**config.mk**
```make
export PLATFORM = sky130hd
export DESIGN_NAME = cec_rx_frame_fifo
export DESIGN_NICKNAME = d
export VERILOG_FILES = /design/src/rtl/cec_rx_frame_fifo.sv
export SDC_FILE = /design/constraint.sdc
export NUM_CORES = 1
export LEC_CHECK = 0
export BUFFER_PORTS_ARGS = -buffer_cell sky130_fd_sc_hd__buf_4
export CAP_MARGIN = 20
export CORE_UTILIZATION = 39
export DETAILED_ROUTE_END_ITERATION = 8
export GPL_TIMING_DRIVEN = 1
export MAX_ROUTING_LAYER = met4
export SYNTH_ARGS = -nofsm -noshare
export SYNTH_HDL_FRONTEND = slang
export SYNTH_SLANG_ARGS = --single-unit
```
**constraint.sdc**
```tcl
create_clock -name clk -period 29.7 [get_ports clk]
set_input_delay 5.94 -clock clk [delete_from_list [all_inputs] [get_ports clk]]
set_output_delay 5.94 -clock clk [all_outputs]
set_load 0.02 [all_outputs]
```
**src/rtl/cec_rx_frame_fifo.sv**
```systemverilog
module cec_rx_frame_fifo #(
  parameter int DEPTH   = 4,
  parameter int MAX_OPS = 14,
  parameter int AW      = 8
) (
  input  logic                 clk,
  input  logic                 rst_n,
  input  logic                 in_valid,
  input  logic [7:0]           in_hdr,
  input  logic [7:0]           in_cmd,
  input  logic [8*MAX_OPS-1:0] in_ops,
  input  logic [3:0]           in_nops,
  input  logic                 in_err,
  input  logic [AW-1:0]        reg_addr,
  input  logic                 reg_we,
  input  logic [7:0]           reg_wdata,
  output logic [7:0]           reg_rdata,
  output logic                 irq
);
  localparam int PW = $clog2(DEPTH);
  localparam int CW = PW + 1;
  localparam logic [CW-1:0] FULL   = CW'(DEPTH);
  localparam logic [3:0]    OPMAX  = 4'(MAX_OPS);
  localparam logic [AW-1:0] A_STAT = AW'(8'h00);
  localparam logic [AW-1:0] A_HDR  = AW'(8'h04);
  localparam logic [AW-1:0] A_CMD  = AW'(8'h08);
  localparam logic [AW-1:0] A_CTRL = AW'(8'h0C);
  localparam logic [AW-1:0] A_IST  = AW'(8'h10);
  localparam logic [AW-1:0] A_IEN  = AW'(8'h14);
  localparam int            OPB    = 32;
  localparam logic [7:0]    IMASK  = 8'h0A;

  logic [7:0] hdr_q [DEPTH];
  logic [7:0] cmd_q [DEPTH];
  logic [7:0] ops_q [DEPTH][MAX_OPS];
  logic [3:0] n_q   [DEPTH];
  logic       err_q [DEPTH];

  logic [CW-1:0] wptr, rptr, cnt;
  logic [1:0]    ctrl_q;
  logic [7:0]    ist_q, ien_q;
  logic          flush, pop, full, accept, drop, nonempty;
  logic [PW-1:0] rs, ws;
  logic [3:0]    nclamp;
  logic [7:0]    ist_set, ist_clr;

  assign cnt      = wptr - rptr;
  assign nonempty = cnt != '0;
  assign full     = cnt == FULL;
  assign flush    = ctrl_q[1];
  assign pop      = ctrl_q[0] & ~flush & nonempty;
  assign accept   = in_valid & (~full | flush);
  assign drop     = in_valid & ~accept;
  assign rs       = rptr[PW-1:0];
  assign ws       = wptr[PW-1:0];
  assign nclamp   = (in_nops > OPMAX) ? OPMAX : in_nops;
  assign ist_set  = {4'b0, drop, 1'b0, accept, 1'b0};
  assign ist_clr  = (reg_we && reg_addr == A_IST) ? reg_wdata : 8'h00;
  assign irq      = |(ist_q & ien_q);

  always_ff @(posedge clk or negedge rst_n) begin
    if (!rst_n) begin
      wptr   <= '0;
      rptr   <= '0;
      ctrl_q <= '0;
      ist_q  <= '0;
      ien_q  <= '0;
    end else begin
      rptr   <= flush ? wptr : rptr + CW'(pop);
      wptr   <= wptr + CW'(accept);
      ctrl_q <= (reg_we && reg_addr == A_CTRL) ? reg_wdata[1:0] : 2'b00;
      ist_q  <= ((ist_q & ~ist_clr) | ist_set) & IMASK;
      if (reg_we && reg_addr == A_IEN) ien_q <= reg_wdata;
    end
  end

  always_ff @(posedge clk) begin
    if (accept) begin
      hdr_q[ws] <= in_hdr;
      cmd_q[ws] <= in_cmd;
      n_q[ws]   <= nclamp;
      err_q[ws] <= in_err;
      for (int i = 0; i < MAX_OPS; i++) ops_q[ws][i] <= in_ops[8*i +: 8];
    end
  end

  always_comb begin
    reg_rdata = 8'h00;
    case (reg_addr)
      A_STAT: if (nonempty) reg_rdata = {err_q[rs], 3'(cnt), n_q[rs]};
      A_HDR:  if (nonempty) reg_rdata = hdr_q[rs];
      A_CMD:  if (nonempty) reg_rdata = cmd_q[rs];
      A_CTRL: reg_rdata = {6'b0, ctrl_q};
      A_IST:  reg_rdata = ist_q;
      A_IEN:  reg_rdata = ien_q;
      default: begin
        for (int i = 0; i < MAX_OPS; i++)
          if (reg_addr == AW'(OPB + 4*i) && nonempty && 4'(i) < n_q[rs])
            reg_rdata = ops_q[rs][i];
      end
    endcase
  end
endmodule


```
==> results of run 1 <==
[cell type report]
class | instances | area (um2) | area share (%)
Inverter | 8 | 30.0 | 0.119
Antenna cell | 5 | 12.5 | 0.0494
Timing Repair Buffer | 173 | 1310 | 5.18
Tap cell | 696 | 871 | 3.44
Clock inverter | 32 | 330 | 1.30
Sequential cell | 550 | 16400 | 64.9
Clock buffer | 72 | 1510 | 5.97
Multi-Input combinational cell | 407 | 4820 | 19.0
[power by group through the flow]
stage	Combinational, W	Clock (W)	Sequential [W]
global route	0.000289	0.000742	0.00106
floorplan	0.000160	0	0.00109
global placement	0.000280	0	0.00106
finish	0.000270	0.000700	0.00105
detailed placement	0.000278	0	0.00107
CTS	0.000279	0.000715	0.00105
[stage by stage]
step,area (um2),cells,worst slack (ns),power (W)
global placement,23500,1834,14.80,0.00134
floorplan,21500,1009,13.92,0.00125
finish,25300,1943,14.78,0.00202
CTS,25300,1938,14.83,0.00205
global route,25300,1943,14.48,0.00210
detailed placement,23500,1834,14.83,0.00135
[cells in the mapped netlist, types with 3 or more instances]
cell | n | area share (%)
edfxtp_1 | 532 | 74
mux4_2 | 133 | 14
nand2_1 | 36 | 0.63
a22oi_1 | 25 | 0.87
nor2_1 | 23 | 0.40
a21oi_1 | 21 | 0.49
buf_2 | 19 | 0.44
clkbuf_1 | 18 | 0.31
dfrtp_1 | 18 | 2.1
nor3_1 | 16 | 0.37
o21ai_0 | 15 | 0.35
a22o_1 | 11 | 0.45
nand3_1 | 11 | 0.26
mux2_2 | 10 | 0.52
inv_1 | 8 | 0.14
o211ai_1 | 8 | 0.28
a211oi_1 | 7 | 0.24
and3_1 | 7 | 0.20
o21ai_1 | 6 | 0.14
or3_1 | 6 | 0.17
ha_1 | 5 | 0.29
o22ai_1 | 5 | 0.15
a31oi_1 | 3 | 0.087
buf_1 | 3 | 0.052
nand2b_1 | 3 | 0.087
nand4_1 | 3 | 0.087
nor2b_1 | 3 | 0.087
nor3b_1 | 3 | 0.10
nor4_1 | 3 | 0.087
o221ai_1 | 3 | 0.12
or4_1 | 3 | 0.10
[kinds of logic after synthesis]
family	share of synthesized area [%]
buffers and inverters	1.12
xor gates and xnor gates	0.186
DFF	76.5
and+or+nand+nor	3.23
AOI/OAI and AO/OA	4.09
muxes	14.5
adders and majority gates	0.385
[worst reg2reg max path, cell delays in order, from the launching register on]
cell and delay (ns):
dfrtp_4 0.82, ha_1 0.26, inv_1 0.05, fa_1 0.49
nand2b_1 0.40, nor2_1 0.10, nand2_1 0.09, nand2_1 0.13
inv_1 0.13, and3_4 0.62, buf_4 0.74
[flip-flops by register name (all words and copies together) (netlist names)]
register	count
n_q	16
ist_q	2
ctrl_q	2
ops_q	448
rptr	3
err_q	4
ien_q	8
cmd_q	32
hdr_q	32
wptr	3
[routing by layer]
layer | vias up | track usage (%) | share of wire (%)
li1 | 4678 | - | -
met4 | 0 | 4.80 | 1.6
met5 | - | - | 0
met1 | 5733 | 25.8 | 44
met3 | 53 | 3.98 | 6.0
met2 | 335 | 29.4 | 48
[path summary, 6_finish.rpt]
kind,startpoint,end,depth (start not counted)
setup reg to reg,rptr[0]$_DFF_PN0_,ops_q[3][60]$_DFFE_PP_,10
min in group asynchronous,rst_n,ctrl_q[1]$_DFF_PN0_,1
hold reg to reg,ien_q[0]$_DFFE_PN0P_,ien_q[0]$_DFFE_PN0P_,1
setup / recovery,reg_addr[7],reg_rdata[1],9
max in group asynchronous,rst_n,rptr[0]$_DFF_PN0_,1
hold / removal,ien_q[0]$_DFFE_PN0P_,ien_q[0]$_DFFE_PN0P_,1
==> flow_summary.yaml, run 1 <==
finish:
  utilization_pct: 46.8
  nets: 1355
  synthToLayoutAreaGrowth_pct: 17.9
  mostFrequentLayoutCell: "edfxtp_1"
  layout_common_cells: "edfxtp_1, buf_4, mux4_2, clkbuf_16, nand2_1"
  drive_above_1_share_pct: 33.3
  fillers: 4484
clock_tree:
  cts.sinks: 550
  numCtsBuffers: 56
  clockBufferDepth: 3
  cts_resized: 0
  htree_levels: 2
  cts_tree: "yes"
  ctsHoldBuffers: 0
  insertion_delay_ns: 0.60
  clk_pin_slew_worst_paths_ns: 0.05
  postCtsSetupRepairBufs: 0
  root_buffer: "clkbuf_16"
yosys:
  synth-edff-count: 532
  yosysUniqueCellTypes: 61
  synthCells: 1009
  postSynthNetCount: 1168
  synth_area_mm2: 0.0215
  synth_ff_type: "edfxtp_1"
  synth_seq_cells: 550
  avgSynthCellArea_um2: 21.3
  async_flop_share_pct: 3.27
  ys_seq_area_share_pct: 76.5
  yosysWarnings: 0
routing:
  ant_nets: 0
  drt_iter0_markers: 984
  drt-total-wl_um: 51400
  drc: 0
  wire_per_inst_um: 26.4
  vias: 10799
  routed_via_density: 5.56
  firstDrtPassIters: 4
power_and_ir_drop:
  power.net_switching_w: 0.000495
  power_frac_clock_pct: 34.6
  p_leak_nw: 8.17
  p_sw_share_pct: 24.4
  peakVddDrop_mv: 0.0480
  p_int_w: 0.00153
  p_per_area_mw_per_mm2: 79.9
  combPwrFrac_pct: 13.3
  power_frac_seq_pct: 52.1
hold_path:
  hold_class: "flip-flop to flip-flop"
grt:
  antenna_found_initial: 5
  grt_start_max_net_pins: 134
  grt_first_pass_wirelength_um: 74400
  grt_util_all_layers_pct: 19.0
  grt_overflow: 0
  grt_pass1_vias: 10885
worst_setup_path:
  worst-path-buf-inv: 2
  startpoint_type: "input port"
  slowest_stage: "nor3_1"
  cp-end-kind: "output pin"
  criticalPathCategory: "input port to output pin"
  crit_arrival_ns: 8.98
  cp_top_family: "simple AND/OR/NAND/NOR gates"
  path_max_fanout: 6
  cp.required_ns: 23.76
  rrSetupSlack_ns: 25.41
  cp_slowest_stage_delay_ns: 0.90
  path_cells: "buf_4 > nor3b_1 > o2111ai_1 > nor3_1 > a22oi_1 > nand3_1 > nor3_1 > o21ai_1 > buf_4"
timing:
  setup_violations: 0
  whs_ns: 0.512
  setup-tns-final_ns: 0
  hold_viol_final: 0
  worstMarginPinSlew_ns: 1.08
  min_period_over_period_pct: 50.3
  clock.fmax_mhz: 67.0
  clock_skew_ns: 0.0199
  fin_crit_ns: 14.92
  relSlewSlack_pct: 27.3
  rsz0062_at_grt: "no"
  slew_viol_final: 0
flow_run:
  maxCapViolCount: 0
place:
  gp_congestion: 0.865
  port_buffers: 161
  dp_hpwl_um: 33500
outcome:
  run_status: "finished clean"
die:
  start_util_pct: 39.7
  die_area_mm2: 0.0560
  core_area_mm2: 0.0541
  fp.dieH_um: 237
  fp.dieW_um: 237
  ios: 162
  floorplan.rows: 85
(Power assumes the default switching activity.)
==> inputs of run 2 (changes only) <==
Clock period 29.7 ns to 13.8 ns, I/O delays scaled along.
==> run 2 against run 1 <==
Against the previous run: combinational power rose by 120%; sequential power rose by 120%; clock power rose by 120%; critical path type unchanged; sequential share of layout area fell by 0.071 points.
==> flow_summary.yaml, run 2 (same netlist as run 1, synthesis figures left out) <==
outcome:
  run_status: "finished clean"
place:
  dp_hpwl_um: 33900
  place_inst: 1834
  gp_congestion: 0.862
  port_buffers: 161
worst_setup_path:
  criticalPathCategory: "input port to output pin"
  rr_worst_depth: 10
  startpoint_type: "input port"
  cp-end-kind: "output pin"
  cp.required_ns: 11.04
  r2r_start: "rptr[0]$_DFF_PN0_"
  reg2reg_to: "ops_q[3][61]$_DFFE_PP_"
  crit_arrival_ns: 5.97
  rrSetupSlack_ns: 9.47
  path_max_fanout: 7
grt:
  grt_util_all_layers_pct: 19.2
  grt_overflow: 0
  antenna_found_initial: 6
  grt_pass1_vias: 11076
  grt_first_pass_wirelength_um: 75400
  grt_start_max_net_pins: 134
clock_tree:
  cts_tree: "yes"
  postCtsSetupRepairBufs: 0
  ctsHoldBuffers: 0
  cts_resized: 0
  cts.sinks: 550
  clk_pin_slew_worst_paths_ns: 0.06
  clockBufferDepth: 3
  insertion_delay_ns: 0.59
  numCtsBuffers: 56
  htree_levels: 2
  root_buffer: "clkbuf_16"
timing:
  setup_violations: 0
  relSlewSlack_pct: 20.6
  worstMarginPinSlew_ns: 1.18
  clock.fmax_mhz: 115
  fin_crit_ns: 8.73
  hold_viol_final: 0
  rsz0062_at_grt: "no"
  min_period_over_period_pct: 63.3
  clock_skew_ns: 0.0131
  setup-tns-final_ns: 0
  slew_viol_final: 0
finish:
  mostFrequentLayoutCell: "edfxtp_1"
  layout_common_cells: "edfxtp_1, buf_4, mux4_2, clkbuf_16, nand2_1"
  nets: 1355
  drive_above_1_share_pct: 33.2
  top_regs: "ops_q x448, cmd_q x32, hdr_q x32"
  largest_reg_flops: 448
  fillers: 4522
  top_register: "ops_q"
  seq_area_mm2: 0.0164
  layout.cells.non_filler: 1943
  multi_input_area_mm2: 0.00482
  synthToLayoutAreaGrowth_pct: 18.1
hold_path:
  hold_start: "ist_q[1]$_DFF_PN0_"
  holdPathStages: 2
  hold_class: "flip-flop to flip-flop"
  holdPathEnd: "ist_q[1]$_DFF_PN0_"
die:
  fp.dieW_um: 237
  start_util_pct: 39.7
  fp.dieH_um: 237
  floorplan.rows: 85
  die_area_mm2: 0.0560
  core_area_mm2: 0.0541
  ios: 162
routing:
  drt_iter0_markers: 1120
  firstDrtPassIters: 6
  ant_nets: 0
  drc: 0
  wire_per_inst_um: 26.6
  vias: 10906
  drt-total-wl_um: 51700
  routed_via_density: 5.61
power_and_ir_drop:
  combPwrFrac_pct: 13.3
  peakVddDrop_mv: 0.0884
  p_sw_share_pct: 24.5
  power.net_switching_w: 0.00108
  p_int_w: 0.00331
  p_per_area_mw_per_mm2: 173
  power_frac_seq_pct: 51.7
  p_leak_nw: 8.18
  power_frac_clock_pct: 35.0
flow_run:
  maxCapViolCount: 0
[run 2: cell types whose count changed in the layout (fill, tap and decap cells not counted)]
cell and change:
bufinv_16 +2, clkbuf_1 +1, clkbuf_8 -3, clkinv_1 -1, clkinv_2 -1, clkinvlp_4 -2
diode_2 +1, inv_6 +3
[run 2: layer usage]
metal,share of wire (%),up-vias,track usage (%)
met2,49,361,29.8
li1,-,4687,-
met1,43,5805,26.4
met5,0,-,-
met3,7.2,53,4.36
met4,1.2,0,3.07
[run 2: how the worst max path moves through the flow]
stage / from / end / slack (ns) / cells past startpoint
floorplan: in_valid / cmd_q[0][0]$_DFFE_PP_ / 1.20 / 2
global placement: reg_addr[3] / reg_rdata[2] / 5.24 / 9
detailed placement: reg_addr[3] / reg_rdata[2] / 5.22 / 9
CTS: reg_addr[3] / reg_rdata[2] / 5.21 / 9
global route: reg_addr[6] / reg_rdata[2] / 5.05 / 9
finish: reg_addr[6] / reg_rdata[2] / 5.07 / 9
[run 2: power by group through the flow]
| stage | Clock [W] | Combinational, W | Sequential (W) |
|---|---|---|---|
| after global placement | 0 | 0.000603 | 0.00229 |
| after CTS | 0.00157 | 0.000600 | 0.00227 |
| after floorplan | 0 | 0.000344 | 0.00235 |
| final | 0.00154 | 0.000585 | 0.00227 |
| after global routing | 0.00163 | 0.000624 | 0.00229 |
| after detailed placement | 0 | 0.000599 | 0.00230 |
[run 2: final cells by class]
type | instances | area share [%]
Clock inverter | 33 | 1.55
Antenna cell | 6 | 0.0592
Sequential cell | 550 | 64.8
Clock buffer | 70 | 5.82
Inverter | 8 | 0.118
Multi-Input combinational cell | 407 | 19.0
Tap cell | 696 | 3.44
Timing Repair Buffer | 173 | 5.17
[run 2: critical path, stage by stage]
cell and delay, ns:
buf_4 0.13, nor4b_1 0.85, o21ai_1 0.38, nor3_1 0.92
a32oi_1 0.16, nand2_1 0.11, o21ai_0 0.13, a21oi_1 0.32
buf_4 0.21
[run 2: metrics by stage]
stage / setup slack, ns / hold WS, ns / utilization, % / area (um2) / total power, W
2_1_floorplan: 1.20 / 0.467 / - / 21500 / 0.00269
3_3_place_gp: 5.24 / 0.489 / 43.4 / 23500 / 0.00289
3_5_place_dp: 5.22 / 0.500 / 43.4 / 23500 / 0.00290
4_1_cts: 5.21 / 0.514 / 46.8 / 25300 / 0.00444
5_1_grt: 5.05 / 0.550 / 46.8 / 25400 / 0.00455
6_report: 5.07 / 0.516 / 46.8 / 25400 / 0.00439
==> inputs of run 3 (changes only) <==
Settings changed: ABC_AREA from default to 1.
Clock period 13.8 ns to 7.33 ns, I/O delays scaled along.
==> run 3 against run 2 <==
Against the previous run: cell area rose by 1.8%; core utilization fell by 0.35 points; global-route usage rose by 1.7 points; routed wire length rose by 13%.
==> flow_summary.yaml, run 3 <==
finish:
  utilization_pct: 46.5
  fillers: 5008
  top_register: "ops_q"
  nets: 2033
  layout_common_cells: "edfxtp_1, nor2_1, o21ai_0, nand2_1, buf_4"
  drive_above_1_share_pct: 15.6
  largest_reg_flops: 448
  synthToLayoutAreaGrowth_pct: 16.8
  top_regs: "ops_q x448, cmd_q x32, hdr_q x32"
  mostFrequentLayoutCell: "edfxtp_1"
timing:
  worstMarginPinSlew_ns: 1.15
  whs_ns: 0.515
  setup_violations: 0
  clock_skew_ns: 0.0155
  rsz0062_at_grt: "no"
  fin_crit_ns: 6.26
  min_period_over_period_pct: 85.3
  hold_viol_final: 0
  relSlewSlack_pct: 22.9
  slew_viol_final: 0
  clock.fmax_mhz: 160
worst_setup_path:
  cp-end-kind: "output pin"
  criticalPathCategory: "flip-flop to output pin"
  crit_arrival_ns: 4.79
  r2r_start: "rptr[1]$_DFF_PN0_"
  rrSetupSlack_ns: 2.88
  startpoint_type: "flip-flop"
  rr_worst_depth: 11
  path_max_fanout: 71
  cp.required_ns: 5.86
  reg2reg_to: "ops_q[1][78]$_DFFE_PP_"
clock_tree:
  numCtsBuffers: 56
  cts_resized: 0
  cts.sinks: 550
  cts_tree: "yes"
  htree_levels: 2
  ctsHoldBuffers: 0
  insertion_delay_ns: 0.61
  clockBufferDepth: 3
  clk_pin_slew_worst_paths_ns: 0.06
  postCtsSetupRepairBufs: 0
  root_buffer: "clkbuf_16"
routing:
  drt-total-wl_um: 58400
  routed_via_density: 5.43
  firstDrtPassIters: 5
  wire_per_inst_um: 21.9
  drt_iter0_markers: 1380
  vias: 14436
  drc: 0
  ant_nets: 0
grt:
  antenna_found_initial: 2
  grt_first_pass_wirelength_um: 87100
  grt_util_all_layers_pct: 20.9
  grt_overflow: 0
  grt_start_max_net_pins: 165
  grt_pass1_vias: 13685
yosys:
  synthAdderAreaFrac_pct: 0.374
  synth_seq_cells: 550
  async_flop_share_pct: 3.27
  muxShareOfSynthArea_pct: 0.255
  yosysUniqueCellTypes: 45
  yosysTopAreaCell: "edfxtp_1"
  synthXorXnorAreaFrac_pct: 0.0793
  avgSynthCellArea_um2: 12.8
  synth_top_area_share_pct: 72.3
  synthCells: 1729
  synth_ff_type: "edfxtp_1"
  yosys.area_share.simple_pct: 11.6
  synth-edff-count: 532
  synth_top_family_by_area: "simple AND/OR/NAND/NOR gates"
  synth_area_mm2: 0.0221
  synth_compound_area_share_pct: 10.4
  ys_seq_area_share_pct: 74.3
  yosysWarnings: 0
  synth_most_common_cell: "edfxtp_1"
  synth_area_leaders: "edfxtp_1, o21ai_0, nor2_1"
  postSynthNetCount: 1888
  ys_top_cells_by_count: "edfxtp_1, nor2_1, o21ai_0, nand2_1, o22ai_1"
die:
  start_util_pct: 39.8
  fp.dieW_um: 240
  die_area_mm2: 0.0576
  fp.dieH_um: 240
  core_area_mm2: 0.0555
  floorplan.rows: 86
  ios: 162
hold_path:
  holdPathStages: 2
  hold_class: "flip-flop to flip-flop"
  holdPathEnd: "ien_q[0]$_DFFE_PN0P_"
  hold_start: "ien_q[0]$_DFFE_PN0P_"
power_and_ir_drop:
  p_int_w: 0.00602
  p_per_area_mw_per_mm2: 318
  p_sw_share_pct: 26.6
  p_leak_nw: 8.99
  combPwrFrac_pct: 13.5
  power_frac_clock_pct: 34.4
  peakVddDrop_mv: 0.185
  power.net_switching_w: 0.00218
  power_frac_seq_pct: 52.2
outcome:
  run_status: "finished clean"
place:
  dp_hpwl_um: 36100
  gp_congestion: 0.906
  port_buffers: 161
flow_run:
  maxCapViolCount: 0
-- run 3: layout make-up --
| class | count | area, um2 | share of cell area [%] |
|---|---|---|---|
| clock inverters | 24 | 328 | 1.27 |
| inverters | 54 | 211 | 0.819 |
| well taps | 748 | 936 | 3.63 |
| flip-flops and latches | 550 | 16400 | 63.7 |
| clock buffers | 70 | 1450 | 5.63 |
| repair buffers | 180 | 1360 | 5.28 |
| diodes | 2 | 5.00 | 0.0194 |
| multi-input cells | 1032 | 5080 | 19.7 |
-- run 3: cell families (layout without fill, tap and decap cells) --
family	count (synthesis)	count (layout)
AOI/OAI and AO/OA	412	412
xor gates and xnor gates	2	2
adders and majority gates	6	6
buffers and inverters	147	328
DFF	550	550
muxes	5	5
other	0	2
and+or+nand+nor	607	607
-- run 3: power groups by stage --
stage	logic, W	clock network [W]	registers, W
final	0.00110	0.00282	0.00428
after global routing	0.00120	0.00298	0.00432
after CTS	0.00113	0.00287	0.00428
after detailed placement	0.00112	0	0.00434
after global placement	0.00111	0	0.00433
after floorplan	0.000639	0	0.00439
-- run 3: worst max-delay path: stages (launching register included) --
cell and delay, ns:
dfrtp_4 1.02, clkinv_2 0.18, fa_1 0.45, inv_1 0.07, nand2_1 0.06, nand2_1 0.07
nand2_1 0.07, nand3_2 0.38, nand2_1 0.19, nor2_1 0.18, inv_1 0.07, nor3_2 0.71
a31oi_1 0.21, nand2_1 0.14, nand4_1 0.14, buf_4 0.21
-- run 3: through the flow --
stage / std cells / total power, W / TNS, ns / area (um2) / worst slack (ns)
4_1_cts: 2658 / 0.00828 / 0 / 25800 / 1.04
5_1_grt: 2660 / 0.00851 / 0 / 25800 / 0.770
2_1_floorplan: 1729 / 0.00503 / -112.06 / 22100 / -0.211
3_5_place_dp: 2564 / 0.00547 / 0 / 24000 / 1.62
3_3_place_gp: 2564 / 0.00544 / 0 / 24000 / 1.66
6_report: 2660 / 0.00820 / 0 / 25800 / 1.07
-- run 3: routing by layer --
metal | track usage, % | vias up | share of wire, %
met3 | 3.64 | 64 | 7.1
met1 | 29.7 | 7178 | 45
li1 | - | 6682 | -
met2 | 31.7 | 512 | 47
met5 | - | - | 0
met4 | 4.50 | 0 | 1.6
-- run 3: worst max-delay path by stage --
stage | slack [ns] | startpoint | end | cells past startpoint
2_1_floorplan | -0.21 | rptr[1]$_DFF_PN0_ | cmd_q[1][0]$_DFFE_PP_ | 13
3_5_place_dp | 1.62 | reg_addr[7] | reg_rdata[0] | 11
3_3_place_gp | 1.66 | reg_addr[7] | reg_rdata[0] | 11
5_1_grt | 0.77 | rptr[1]$_DFF_PN0_ | reg_rdata[0] | 16
4_1_cts | 1.04 | rptr[1]$_DFF_PN0_ | reg_rdata[1] | 15
6_report | 1.07 | rptr[1]$_DFF_PN0_ | reg_rdata[1] | 15
